<file path="config.mk">
export PLATFORM = sky130hd
export DESIGN_NAME = strobe_bus_master
export DESIGN_NICKNAME = d
export VERILOG_FILES = /design/src/rtl/sbm_pkg.sv /design/src/rtl/sbm_seq.sv /design/src/rtl/sbm_pins.sv /design/src/rtl/strobe_bus_master.sv
export SDC_FILE = /design/constraint.sdc
export NUM_CORES = 1
export LEC_CHECK = 0
export BUFFER_PORTS_ARGS = -buffer_cell sky130_fd_sc_hd__buf_2
export CORE_AREA = 2 2 82 84
export DETAILED_ROUTE_END_ITERATION = 10
export DIE_AREA = 0 0 84 86
export PLACE_DENSITY = 0.74
export REMOVE_ABC_BUFFERS = 1
export SKIP_CTS_REPAIR_TIMING = 1
export SLEW_MARGIN = 20
export SYNTH_ARGS = -nofsm -noshare
export SYNTH_HDL_FRONTEND = slang
export SYNTH_HIERARCHICAL = 1
export SYNTH_SLANG_ARGS = --single-unit
</file>
<file path="constraint.sdc">
create_clock -name clk -period 2 [get_ports clk]
set_clock_uncertainty 0.2 [all_clocks]
set_input_delay 0.3 -clock clk [delete_from_list [all_inputs] [get_ports clk]]
set_output_delay 0.3 -clock clk [all_outputs]
set_load 0.02 [all_outputs]
</file>
<file path="src/rtl/sbm_pkg.sv">
package sbm_pkg;
   typedef enum logic [2:0] {
      SBM_IDLE = 3'd0,
      SBM_ARM  = 3'd1,
      SBM_STRB = 3'd2,
      SBM_WAIT = 3'd3
   } sbm_state_e;
endpackage

</file>
<file path="src/rtl/sbm_seq.sv">
module sbm_seq
   import sbm_pkg::*;
#(
   parameter int ADDR_W      = 4,
   parameter int DATA_W      = 16,
   parameter int TIMEOUT_CYC = 32,
   parameter bit GATE_LEAD   = 1'b0
) (
   input  logic              clk,
   input  logic              rst_n,
   input  logic              cmd_valid,
   output logic              cmd_ready,
   input  logic              cmd_write,
   input  logic [ADDR_W-1:0] cmd_addr,
   input  logic [DATA_W-1:0] cmd_wdata,
   input  logic              rdy_s,
   input  logic [DATA_W-1:0] dq_s,
   output sbm_state_e        state_q,
   output logic              lat_write,
   output logic [ADDR_W-1:0] lat_addr,
   output logic [DATA_W-1:0] lat_wdata,
   output logic              rsp_valid,
   output logic [DATA_W-1:0] rsp_rdata,
   output logic              rsp_timeout
);
   localparam int CNT_W = $clog2(TIMEOUT_CYC + 1);
   localparam logic [CNT_W-1:0] CNT_MAX = CNT_W'(TIMEOUT_CYC);

   sbm_state_e       launch_st;
   logic [CNT_W-1:0] wait_cnt;

   generate
      if (GATE_LEAD) begin : g_lead
         assign launch_st = SBM_ARM;
      end else begin : g_direct
         assign launch_st = SBM_STRB;
      end
   endgenerate

   assign cmd_ready = (state_q == SBM_IDLE) && rdy_s;

   always_ff @(posedge clk or negedge rst_n) begin
      if (!rst_n) begin
         state_q     <= SBM_IDLE;
         wait_cnt    <= '0;
         lat_write   <= 1'b0;
         lat_addr    <= '0;
         lat_wdata   <= '0;
         rsp_valid   <= 1'b0;
         rsp_rdata   <= '0;
         rsp_timeout <= 1'b0;
      end else begin
         rsp_valid <= 1'b0;
         case (state_q)
            SBM_IDLE: begin
               if (cmd_valid && cmd_ready) begin
                  lat_write <= cmd_write;
                  lat_addr  <= cmd_addr;
                  lat_wdata <= cmd_wdata;
                  state_q   <= launch_st;
               end
            end
            SBM_ARM: state_q <= SBM_STRB;
            SBM_STRB: begin
               wait_cnt <= '0;
               state_q  <= SBM_WAIT;
            end
            SBM_WAIT: begin
               if (rdy_s) begin
                  rsp_valid   <= 1'b1;
                  rsp_timeout <= 1'b0;
                  rsp_rdata   <= lat_write ? '0 : dq_s;
                  state_q     <= SBM_IDLE;
               end else if (wait_cnt == CNT_MAX) begin
                  rsp_valid   <= 1'b1;
                  rsp_timeout <= 1'b1;
                  rsp_rdata   <= '1;
                  state_q     <= SBM_IDLE;
               end else begin
                  wait_cnt <= wait_cnt + CNT_W'(1);
               end
            end
            default: state_q <= SBM_IDLE;
         endcase
      end
   end

   // the response is a single-cycle pulse
   a_r7_single_pulse: assert property (@(posedge clk) disable iff (!rst_n)
      rsp_valid |=> !rsp_valid);

   // the wait counter never runs past the limit
   a_r9_count_bound: assert property (@(posedge clk) disable iff (!rst_n)
      wait_cnt <= CNT_MAX);

   // no command is accepted while one is in flight
   a_r10_one_at_a_time: assert property (@(posedge clk) disable iff (!rst_n)
      (state_q != SBM_IDLE) |-> !cmd_ready);

   // the latched address holds during the wait
   a_r5_addr_hold: assert property (@(posedge clk) disable iff (!rst_n)
      (state_q == SBM_WAIT) |-> $stable(lat_addr));
endmodule

</file>
<file path="src/rtl/sbm_pins.sv">
module sbm_pins
   import sbm_pkg::*;
#(
   parameter int ADDR_W = 4,
   parameter int DATA_W = 16
) (
   input  logic              clk,
   input  logic              rst_n,
   input  sbm_state_e        state_q,
   input  logic              lat_write,
   input  logic [ADDR_W-1:0] lat_addr,
   input  logic [DATA_W-1:0] lat_wdata,
   input  logic              bus_ready,
   input  logic [DATA_W-1:0] bus_dq_in,
   output logic              bus_strobe,
   output logic              bus_wr_n,
   output logic [ADDR_W-1:0] bus_addr,
   output logic [DATA_W-1:0] bus_dq_out,
   output logic              bus_dq_oe,
   output logic              bus_clk_en,
   output logic              rdy_s,
   output logic [DATA_W-1:0] dq_s
);
   logic wr_cyc;
   assign wr_cyc = (state_q == SBM_STRB) && lat_write;

   always_ff @(negedge clk or negedge rst_n) begin
      if (!rst_n) begin
         bus_strobe <= 1'b0;
         bus_wr_n   <= 1'b1;
         bus_addr   <= '0;
         bus_dq_out <= '1;
         bus_dq_oe  <= 1'b0;
         bus_clk_en <= 1'b0;
         rdy_s      <= 1'b0;
         dq_s       <= '1;
      end else begin
         bus_strobe <= (state_q == SBM_STRB);
         bus_wr_n   <= !wr_cyc;
         bus_dq_oe  <= wr_cyc;
         bus_dq_out <= wr_cyc ? lat_wdata : '1;
         bus_addr   <= lat_addr;
         bus_clk_en <= (state_q != SBM_IDLE) || !bus_ready;
         rdy_s      <= bus_ready;
         dq_s       <= bus_dq_in;
      end
   end

   // the strobe lasts one cycle
   a_r2_one_cycle_strobe: assert property (@(posedge clk) disable iff (!rst_n)
      bus_strobe |=> !bus_strobe);

   // data is driven only in a write strobe cycle
   a_r4_drive_window: assert property (@(posedge clk) disable iff (!rst_n)
      bus_dq_oe |-> (bus_strobe && !bus_wr_n));

   // the chain clock is enabled whenever a strobe is sampled
   a_r8_gate_covers_strobe: assert property (@(posedge clk) disable iff (!rst_n)
      bus_strobe |-> bus_clk_en);
endmodule

</file>
<file path="src/rtl/strobe_bus_master.sv">
module strobe_bus_master
   import sbm_pkg::*;
#(
   parameter int ADDR_W      = 4,
   parameter int DATA_W      = 16,
   parameter int TIMEOUT_CYC = 32,
   parameter bit GATE_LEAD   = 1'b0
) (
   input  logic              clk,
   input  logic              rst_n,
   input  logic              cmd_valid,
   output logic              cmd_ready,
   input  logic              cmd_write,
   input  logic [ADDR_W-1:0] cmd_addr,
   input  logic [DATA_W-1:0] cmd_wdata,
   output logic              rsp_valid,
   output logic [DATA_W-1:0] rsp_rdata,
   output logic              rsp_timeout,
   output logic              bus_strobe,
   output logic              bus_wr_n,
   output logic [ADDR_W-1:0] bus_addr,
   output logic [DATA_W-1:0] bus_dq_out,
   output logic              bus_dq_oe,
   input  logic [DATA_W-1:0] bus_dq_in,
   input  logic              bus_ready,
   output logic              bus_clk_en
);
   generate
      if (ADDR_W < 1 || DATA_W < 2) begin : g_bad_width
         $error("strobe_bus_master: ADDR_W must be >= 1 and DATA_W >= 2");
      end
      if (TIMEOUT_CYC < 2) begin : g_bad_timeout
         $error("strobe_bus_master: TIMEOUT_CYC must be >= 2");
      end
   endgenerate

   sbm_state_e        state_q;
   logic              lat_write;
   logic [ADDR_W-1:0] lat_addr;
   logic [DATA_W-1:0] lat_wdata;
   logic              rdy_s;
   logic [DATA_W-1:0] dq_s;

   sbm_seq #(
      .ADDR_W(ADDR_W), .DATA_W(DATA_W),
      .TIMEOUT_CYC(TIMEOUT_CYC), .GATE_LEAD(GATE_LEAD)
   ) u_seq (
      .clk(clk), .rst_n(rst_n),
      .cmd_valid(cmd_valid), .cmd_ready(cmd_ready),
      .cmd_write(cmd_write), .cmd_addr(cmd_addr), .cmd_wdata(cmd_wdata),
      .rdy_s(rdy_s), .dq_s(dq_s),
      .state_q(state_q), .lat_write(lat_write),
      .lat_addr(lat_addr), .lat_wdata(lat_wdata),
      .rsp_valid(rsp_valid), .rsp_rdata(rsp_rdata), .rsp_timeout(rsp_timeout)
   );

   sbm_pins #(
      .ADDR_W(ADDR_W), .DATA_W(DATA_W)
   ) u_pins (
      .clk(clk), .rst_n(rst_n),
      .state_q(state_q), .lat_write(lat_write),
      .lat_addr(lat_addr), .lat_wdata(lat_wdata),
      .bus_ready(bus_ready), .bus_dq_in(bus_dq_in),
      .bus_strobe(bus_strobe), .bus_wr_n(bus_wr_n), .bus_addr(bus_addr),
      .bus_dq_out(bus_dq_out), .bus_dq_oe(bus_dq_oe), .bus_clk_en(bus_clk_en),
      .rdy_s(rdy_s), .dq_s(dq_s)
   );

   // a strobe is never sampled while the chain reports busy
   a_r2_strobe_needs_ready: assert property (@(posedge clk) disable iff (!rst_n)
      $rose(bus_strobe) |-> $past(bus_ready));

   // the write line is low only together with the strobe
   a_r3_write_line: assert property (@(posedge clk) disable iff (!rst_n)
      !bus_wr_n |-> bus_strobe);
endmodule

</file>
== Word-level counts from Yosys, hierarchy flattened ==
Cells that the tools add are included.

* Register bits: 89
* Word-level logic and storage cells: 55
* Output and inout port bits: 43

* Reductions and logical operators: 14
* Muxes and demuxes: 16
* Equal/unequal tests: 8
* Add/sub/neg operators: 1

{| class="wikitable"
|+ Operators with widths
! kind !! number
|-
| $mux 16 || 4
|-
| $mux 6 || 2
|-
| $pmux 3 s4 || 1
|-
| $pmux 6 s2 || 1
|-
| $mux 3 || 3
|-
| $add 6x1->6 const B || 1
|-
| $eq 3x2->1 const B || 2
|-
| $eq 6x6->1 const B || 1
|-
| $ne 2x2->1 const B || 3
|-
| $reduce_and 2->1 || 3
|-
| $mux 1 || 5
|-
| $reduce_bool 2->1 || 2
|-
| $eq 3x1->1 const B || 1
|-
| $logic_and 1x1->1 || 3
|-
| $logic_not 3->1 || 1
|-
| $ne 3x1->1 const B || 1
|-
| $reduce_and 3->1 || 1
|-
| $reduce_bool 3->1 || 1
|-
| $logic_not 1->1 || 2
|-
| $logic_or 1x1->1 || 1
|}

== Depth between registers and ports, before layout ==
Gate-level depths: netlist of the first run.

* Depth after elaboration: 5
* Mapped depth: 7
* Gate-level depth less buffers: 5

== By module ==
The synthesis of the first run kept the hierarchy.

{| class="wikitable"
|+ By module, submodules not included
! module !! cells an instance !! seq. area each (um2) !! instances !! area each (um2)
|-
| sbm_seq || 152 || 1176.1 || 1 || 1998.2
|-
| sbm_pins || 63 || 1067.3 || 1 || 1212.4
|}

==> results of run 1 <==
## power breakdown
group          total, µW  switching, µW  internal [µW]
clock               1610            825            782
combinational       2490           1170           1320
sequential          2690            301           2390
total               6790           2290           4500
## worst min path at each step
stage	from	end	slack (ns)	cells after the start
finish	rst_n	u_seq/rsp_rdata[11]$_DFFE_PN0P_	0.17	2
global route	rst_n	u_seq/lat_wdata[5]$_DFFE_PN0P_	0.15	2
CTS	rst_n	u_seq/rsp_rdata[11]$_DFFE_PN0P_	-0.44	1
detailed placement	rst_n	u_seq/rsp_rdata[11]$_DFFE_PN0P_	-0.05	1
global placement	rst_n	u_seq/rsp_rdata[11]$_DFFE_PN0P_	-0.05	1
floorplan	rst_n	u_seq/lat_addr[0]$_DFFE_PN0P_	-0.20	0
## critical path: stages, from the launching register on
cell       delay (ns)
dfrtn_1          0.43
nor3b_4          0.20
and2_2           0.25
clkbuf_16        0.19
mux2_1           0.34
## cell families after synthesis
family | after synthesis | share of synthesized area
AO/OA/AOI/OAI | 28 | 0.0709
other | 1 | 0.00117
AND/OR/NAND/NOR | 56 | 0.113
multiplexers | 22 | 0.0768
flip-flops | 88 | 0.699
buffers and inverters | 18 | 0.0320
adder cells (fa/ha/maj) | 2 | 0.00779
## cells in the final DEF, fill, tap and decap left out, types with 3 or more instances in the layout
master / n
mux2_1: 19
dfrtp_1: 47
clkbuf_8: 10
nand2b_1: 5
o22ai_1: 3
dfrtn_1: 8
buf_6: 30
nand2_1: 3
buf_4: 20
buf_2: 57
o22a_1: 16
clkbuf_16: 6
buf_12: 8
nor2_1: 3
dfstp_2: 33
nor2b_1: 19
dlygate4sd3_1: 22
nand2b_4: 12
inv_1: 39
## final cells by class
cell class,instances,area (µm²),share of cell area
timing repair buffer,142,1280,0.256
multi-input combinational,109,1000,0.201
tap,77,96.3,0.0193
clock buffer,11,163,0.0326
clock inverter,38,184,0.0368
sequential,88,2240,0.449
inverter,7,26.3,0.00526
## layer usage
metal / up-vias / share of wire
met4: 0 / 0.018
met3: 13 / 0.057
met5: - / 0
met2: 88 / 0.52
met1: 1156 / 0.40
li1: 1085 / -
## flip-flops by register name (all words and copies together), names as in the netlist, 2 cells and up
name / count
u_pins/bus_dq_out: 16
u_seq/rsp_rdata: 16
u_seq/wait_cnt: 6
u_seq/state_q: 2
u_seq/lat_wdata: 16
u_pins/dq_s: 16
u_pins/bus_addr: 4
u_seq/lat_addr: 4
## metrics by stage
stage | hold slack [ns] | setup TNS [ns] | total power (µW) | instance area, µm²
after floorplan | -0.196 | -42.34 | 3840 | 3140
after global placement | -0.0529 | -32.53 | 4520 | 3900
after detailed placement | -0.0520 | -34.71 | 4590 | 3900
after CTS | -0.439 | -44.39 | 6070 | 4240
after global routing | 0.153 | -49.20 | 7180 | 4990
final | 0.167 | -45.26 | 6790 | 4990
==> results.json, run 1 <==
{
  "async_flop_share": 1.00,
  "netlist_area_mm2": 0.00321,
  "r2r-start": "u_pins/rdy_s$_DFF_NN0_",
  "yosys.area.top_type": "dfrtp_1",
  "nets": 433,
  "endpoint_kind": "register",
  "grt_setup_unrepaired": "true",
  "setup_viol": 92,
  "dpl.cell_count": 388,
  "cts_buffers": 9,
  "antenna_cells": 0,
  "cts_num_sinks": 88,
  "synth_edf_count": 0,
  "top_usage_layer": "met2",
  "wl_per_cell_um": 16.3,
  "gp_congestion": 0.724,
  "critPathLaunchType": "register",
  "grt_pass1_wl_mm": 9.94,
  "vias": 2342,
  "clockBufferDepth": 2,
  "slew_viol_final": 0,
  "cellPowerDensity_mw_per_mm2": 1360,
  "yosysSeqAreaShare": 0.699,
  "ff2ff_setup_slack_ns": -0.71,
  "cp.required_ns": 2.03,
  "use_met1": 0.224,
  "synth_warnings": 6,
  "violations": "setup timing",
  "ys_types": 37,
  "hpwl_mm": 4.10,
  "clk_pin_slew_ns": 0.09,
  "die_area_mm2": 0.00722,
  "final_core_util": 0.795,
  "outcome": "finished with violations",
  "setup_ws_ns": -0.714,
  "synth_flop_cell": "dfrtp_1",
  "drt-total-wl_mm": 7.70,
  "core_mm2": 0.00628,
  "max-vdd-ir-drop_uv": 991,
  "synth_cells": 215,
  "synth_common_cells": "47 x dfrtp_1, 33 x dfstp_2, 19 x mux2_1, 19 x nor2b_1, 17 x nand2b_1",
  "hold_violations": 0,
  "antenna_found_initial": 0,
  "synthTopCellsByArea": "dfrtp_1 37%, dfstp_2 27%, mux2_1 6.7%",
  "ys_ff_latch": 88,
  "grt_max_degree": 25,
  "drive_gt1_frac": 0.486,
  "yosysMostFrequentCell": "dfrtp_1",
  "first_iter_violations": 85,
  "final_antenna_net_count": 0,
  "reg2reg_depth": 4,
  "io_buffers": 83,
  "route.detailed.drc": 0,
  "syn_avg_cell_area_um2": 14.9,
  "use_met2": 0.285,
  "clk_latency_ns": 0.39,
  "cts_htree_levels": 3,
  "initial_core_util": 0.511,
  "overflow": 0,
  "pin_count": 84,
  "critical_path_class": "reg2reg",
  "synth_top_area_frac": 0.366,
  "cp-startpoint": "u_pins/rdy_s$_DFF_NN0_",
  "clock-root-buffer": "clkbuf_8",
  "die_w_um": 84,
  "row_count": 29,
  "crit_path_end": "u_seq/lat_wdata[15]$_DFFE_PN0P_",
  "cp.arrival_ns": 2.74,
  "cap_violations": 0,
  "tritoncts": "built",
  "leakage_uw": 0.00238,
  "track_usage": 0.176,
  "grt_pass1_vias": 2147,
  "avgViaCountPerCell": 4.96,
  "die_height_um": 86,
  "rr_endpoint": "u_seq/lat_wdata[15]$_DFFE_PN0P_",
  "fillers": 342,
  "syn_to_final_growth_pct": 55.5,
  "worst-path-max-fanout": 11,
  "stdcell_count": 472,
  "grt.met3_usage": 0.0549,
  "hp-class": "in2async",
  "drt_pre_antenna_iters": 4,
  "preCtsSetupSlack_ns": -0.639
}
(Power assumes the default switching activity.)
==> run 2: changes to the inputs <==
Settings changed: ABC_AREA from default to 1, CORE_AREA 2 2 82 84 to 2 2 85 87, DIE_AREA 0 0 84 86 to 0 0 87 89, GPL_ROUTABILITY_DRIVEN from default to 0.
==> results.json, run 2 <==
{
  "clock-root-buffer": "clkbuf_8",
  "drive_gt1_frac": 0.371,
  "grt_max_degree": 43,
  "netlist_area_mm2": 0.00352,
  "worst-path-max-fanout": 2,
  "async_flop_share": 1.00,
  "synthTopCellsByArea": "dfrtp_1 33%, dfstp_2 25%, nand2_1 8.2%",
  "p_int_uw": 3960,
  "grt_pass1_vias": 2590,
  "cap_violations": 0,
  "tritoncts": "built",
  "setup_ws_ns": -0.620,
  "max-vdd-ir-drop_uv": 635,
  "syn_to_final_growth_pct": 47.3,
  "synth_common_cells": "77 x nand2_1, 66 x inv_1, 47 x dfrtp_1, 34 x o21ai_0, 33 x dfstp_2",
  "hold_violations": 0,
  "track_usage": 0.195,
  "clockBufferDepth": 2,
  "die_height_um": 89,
  "route.detailed.drc": 0,
  "nets": 569,
  "pin_count": 84,
  "power.share.sequential": 0.410,
  "cts_htree_levels": 3,
  "clk_pin_slew_ns": 0.09,
  "power_switching_uw": 2640,
  "initial_core_util": 0.524,
  "critPathLaunchType": "register",
  "swShare": 0.400,
  "first_iter_violations": 133,
  "antenna_cells": 0,
  "clk_latency_ns": 0.40,
  "dpl.cell_count": 527,
  "final_antenna_net_count": 0,
  "grt_pass1_wl_mm": 11.5,
  "die_w_um": 87,
  "cts_buffers": 9,
  "ys_ff_latch": 88,
  "hpwl_mm": 4.95,
  "yosysMostFrequentCell": "nand2_1",
  "vias": 3037,
  "core_mm2": 0.00672,
  "yosysSeqAreaShare": 0.637,
  "violations": "setup timing",
  "cp.required_ns": 1.50,
  "overflow": 0,
  "outcome": "finished with violations",
  "yosys.area.top_type": "dfrtp_1",
  "row_count": 30,
  "die_area_mm2": 0.00774,
  "synth_top_area_frac": 0.334,
  "wl_per_cell_um": 14.7,
  "endpoint_kind": "output port",
  "fin_tns_setup_ns": -32.48,
  "grt_setup_unrepaired": "true",
  "p_clk_frac": 0.223,
  "critical_path_class": "reg2out",
  "drt_pre_antenna_iters": 4,
  "leakage_uw": 0.00278,
  "synth_warnings": 6,
  "syn_avg_cell_area_um2": 10.1,
  "slew_viol_final": 0,
  "stdcell_count": 611,
  "cts_num_sinks": 88,
  "avgViaCountPerCell": 4.97,
  "combPwrFrac": 0.367,
  "cp.arrival_ns": 2.12,
  "synth_flop_cell": "dfrtp_1",
  "io_buffers": 83,
  "synth_cells": 350,
  "whs_ns": 0.00496,
  "drt-total-wl_mm": 9.00,
  "setup_viol": 91,
  "final_common_cell": "inv_1",
  "cellPowerDensity_mw_per_mm2": 1270,
  "synth_edf_count": 0,
  "layout_common_cells": "96 x inv_1, 76 x nand2_1, 57 x buf_2",
  "ys_types": 29,
  "hp-class": "in2reg",
  "antenna_found_initial": 0
}
-- run 2: cell count changes after synthesis, moves of 16 or more --
cell / previous run / this run
mux2_1: 19 / 0
nand3_1: 2 / 26
nand2_1: 3 / 77
inv_1: 8 / 66
nand2b_1: 17 / 0
o22a_1: 16 / 0
nor2b_1: 19 / 0
o21ai_0: 1 / 34
-- run 2: metal layers --
metal,track usage,vias up,part of all wire
met5,0,-,0
met4,0.0597,0,0.012
met3,0.0646,11,0.068
met2,0.314,118,0.52
met1,0.253,1462,0.40
li1,-,1446,-
-- run 2: area by class of cell --
cell class                      count  area [µm²]
Sequential cell                    88        2240
Fill cell                         434        1530
Timing Repair Buffer              145        1260
Multi-Input combinational cell    182        1020
Inverter                           67         254
Clock inverter                     39         175
Clock buffer                       10         138
Tap cell                           80         100
-- run 2: kinds of logic (layout without fill, tap and decap cells) --
kind of cell	count (synthesis)	in the layout	share of synthesized area
AND/OR/NAND/NOR	135	138	0.193
flip-flops	88	88	0.637
buffers and inverters	83	261	0.0995
AO/OA/AOI/OAI	39	39	0.0569
adder cells (fa/ha/maj)	2	2	0.00711
XOR/XNOR	2	2	0.00498
other	1	1	0.00107
-- run 2: final timing paths --
path	endpoint	cells past startpoint	slack, ns	from
hold / removal	u_seq/lat_wdata[4]$_DFFE_PN0P_	3	0.005	cmd_wdata[4]
setup / recovery	cmd_ready	3	-0.62	u_pins/rdy_s$_DFF_NN0_
hold reg to reg	u_seq/rsp_timeout$_DFFE_PN0P_	2	0.28	u_seq/rsp_timeout$_DFFE_PN0P_
setup reg to reg	u_seq/lat_wdata[9]$_DFFE_PN0P_	5	-0.54	u_pins/rdy_s$_DFF_NN0_
min in group asynchronous	u_seq/lat_write$_DFFE_PN0P_	2	0.11	rst_n
max in group asynchronous	u_pins/bus_addr[3]$_DFF_NN0_	4	0.07	rst_n
-- run 2: power groups by stage --
| stage | Combinational (µW) | Sequential (µW) | Clock [µW] |
|---|---|---|---|
| after detailed placement | 1980 | 2690 | 104 |
| final | 2420 | 2710 | 1470 |
| after CTS | 1980 | 2670 | 1500 |
| after floorplan | 771 | 3070 | 104 |
| after global placement | 1920 | 2680 | 104 |
| after global routing | 2640 | 2770 | 1640 |
-- run 2: per-stage QoR --
stage | worst slack (ns) | utilization | power (µW) | instance area [µm²]
3_3_place_gp | -0.332 | 0.627 | 4700 | 4210
6_report | -0.620 | 0.772 | 6600 | 5180
4_1_cts | -0.761 | 0.673 | 6150 | 4520
5_1_grt | -0.667 | 0.772 | 7050 | 5180
3_5_place_dp | -0.378 | 0.627 | 4770 | 4210
2_1_floorplan | -0.709 | - | 3950 | 3420
-- run 2: worst max-delay path: stages, from the launching register on --
cell and delay (ns):
dfrtn_1 0.43, inv_2 0.06, nor3_4 0.14, buf_6 0.14
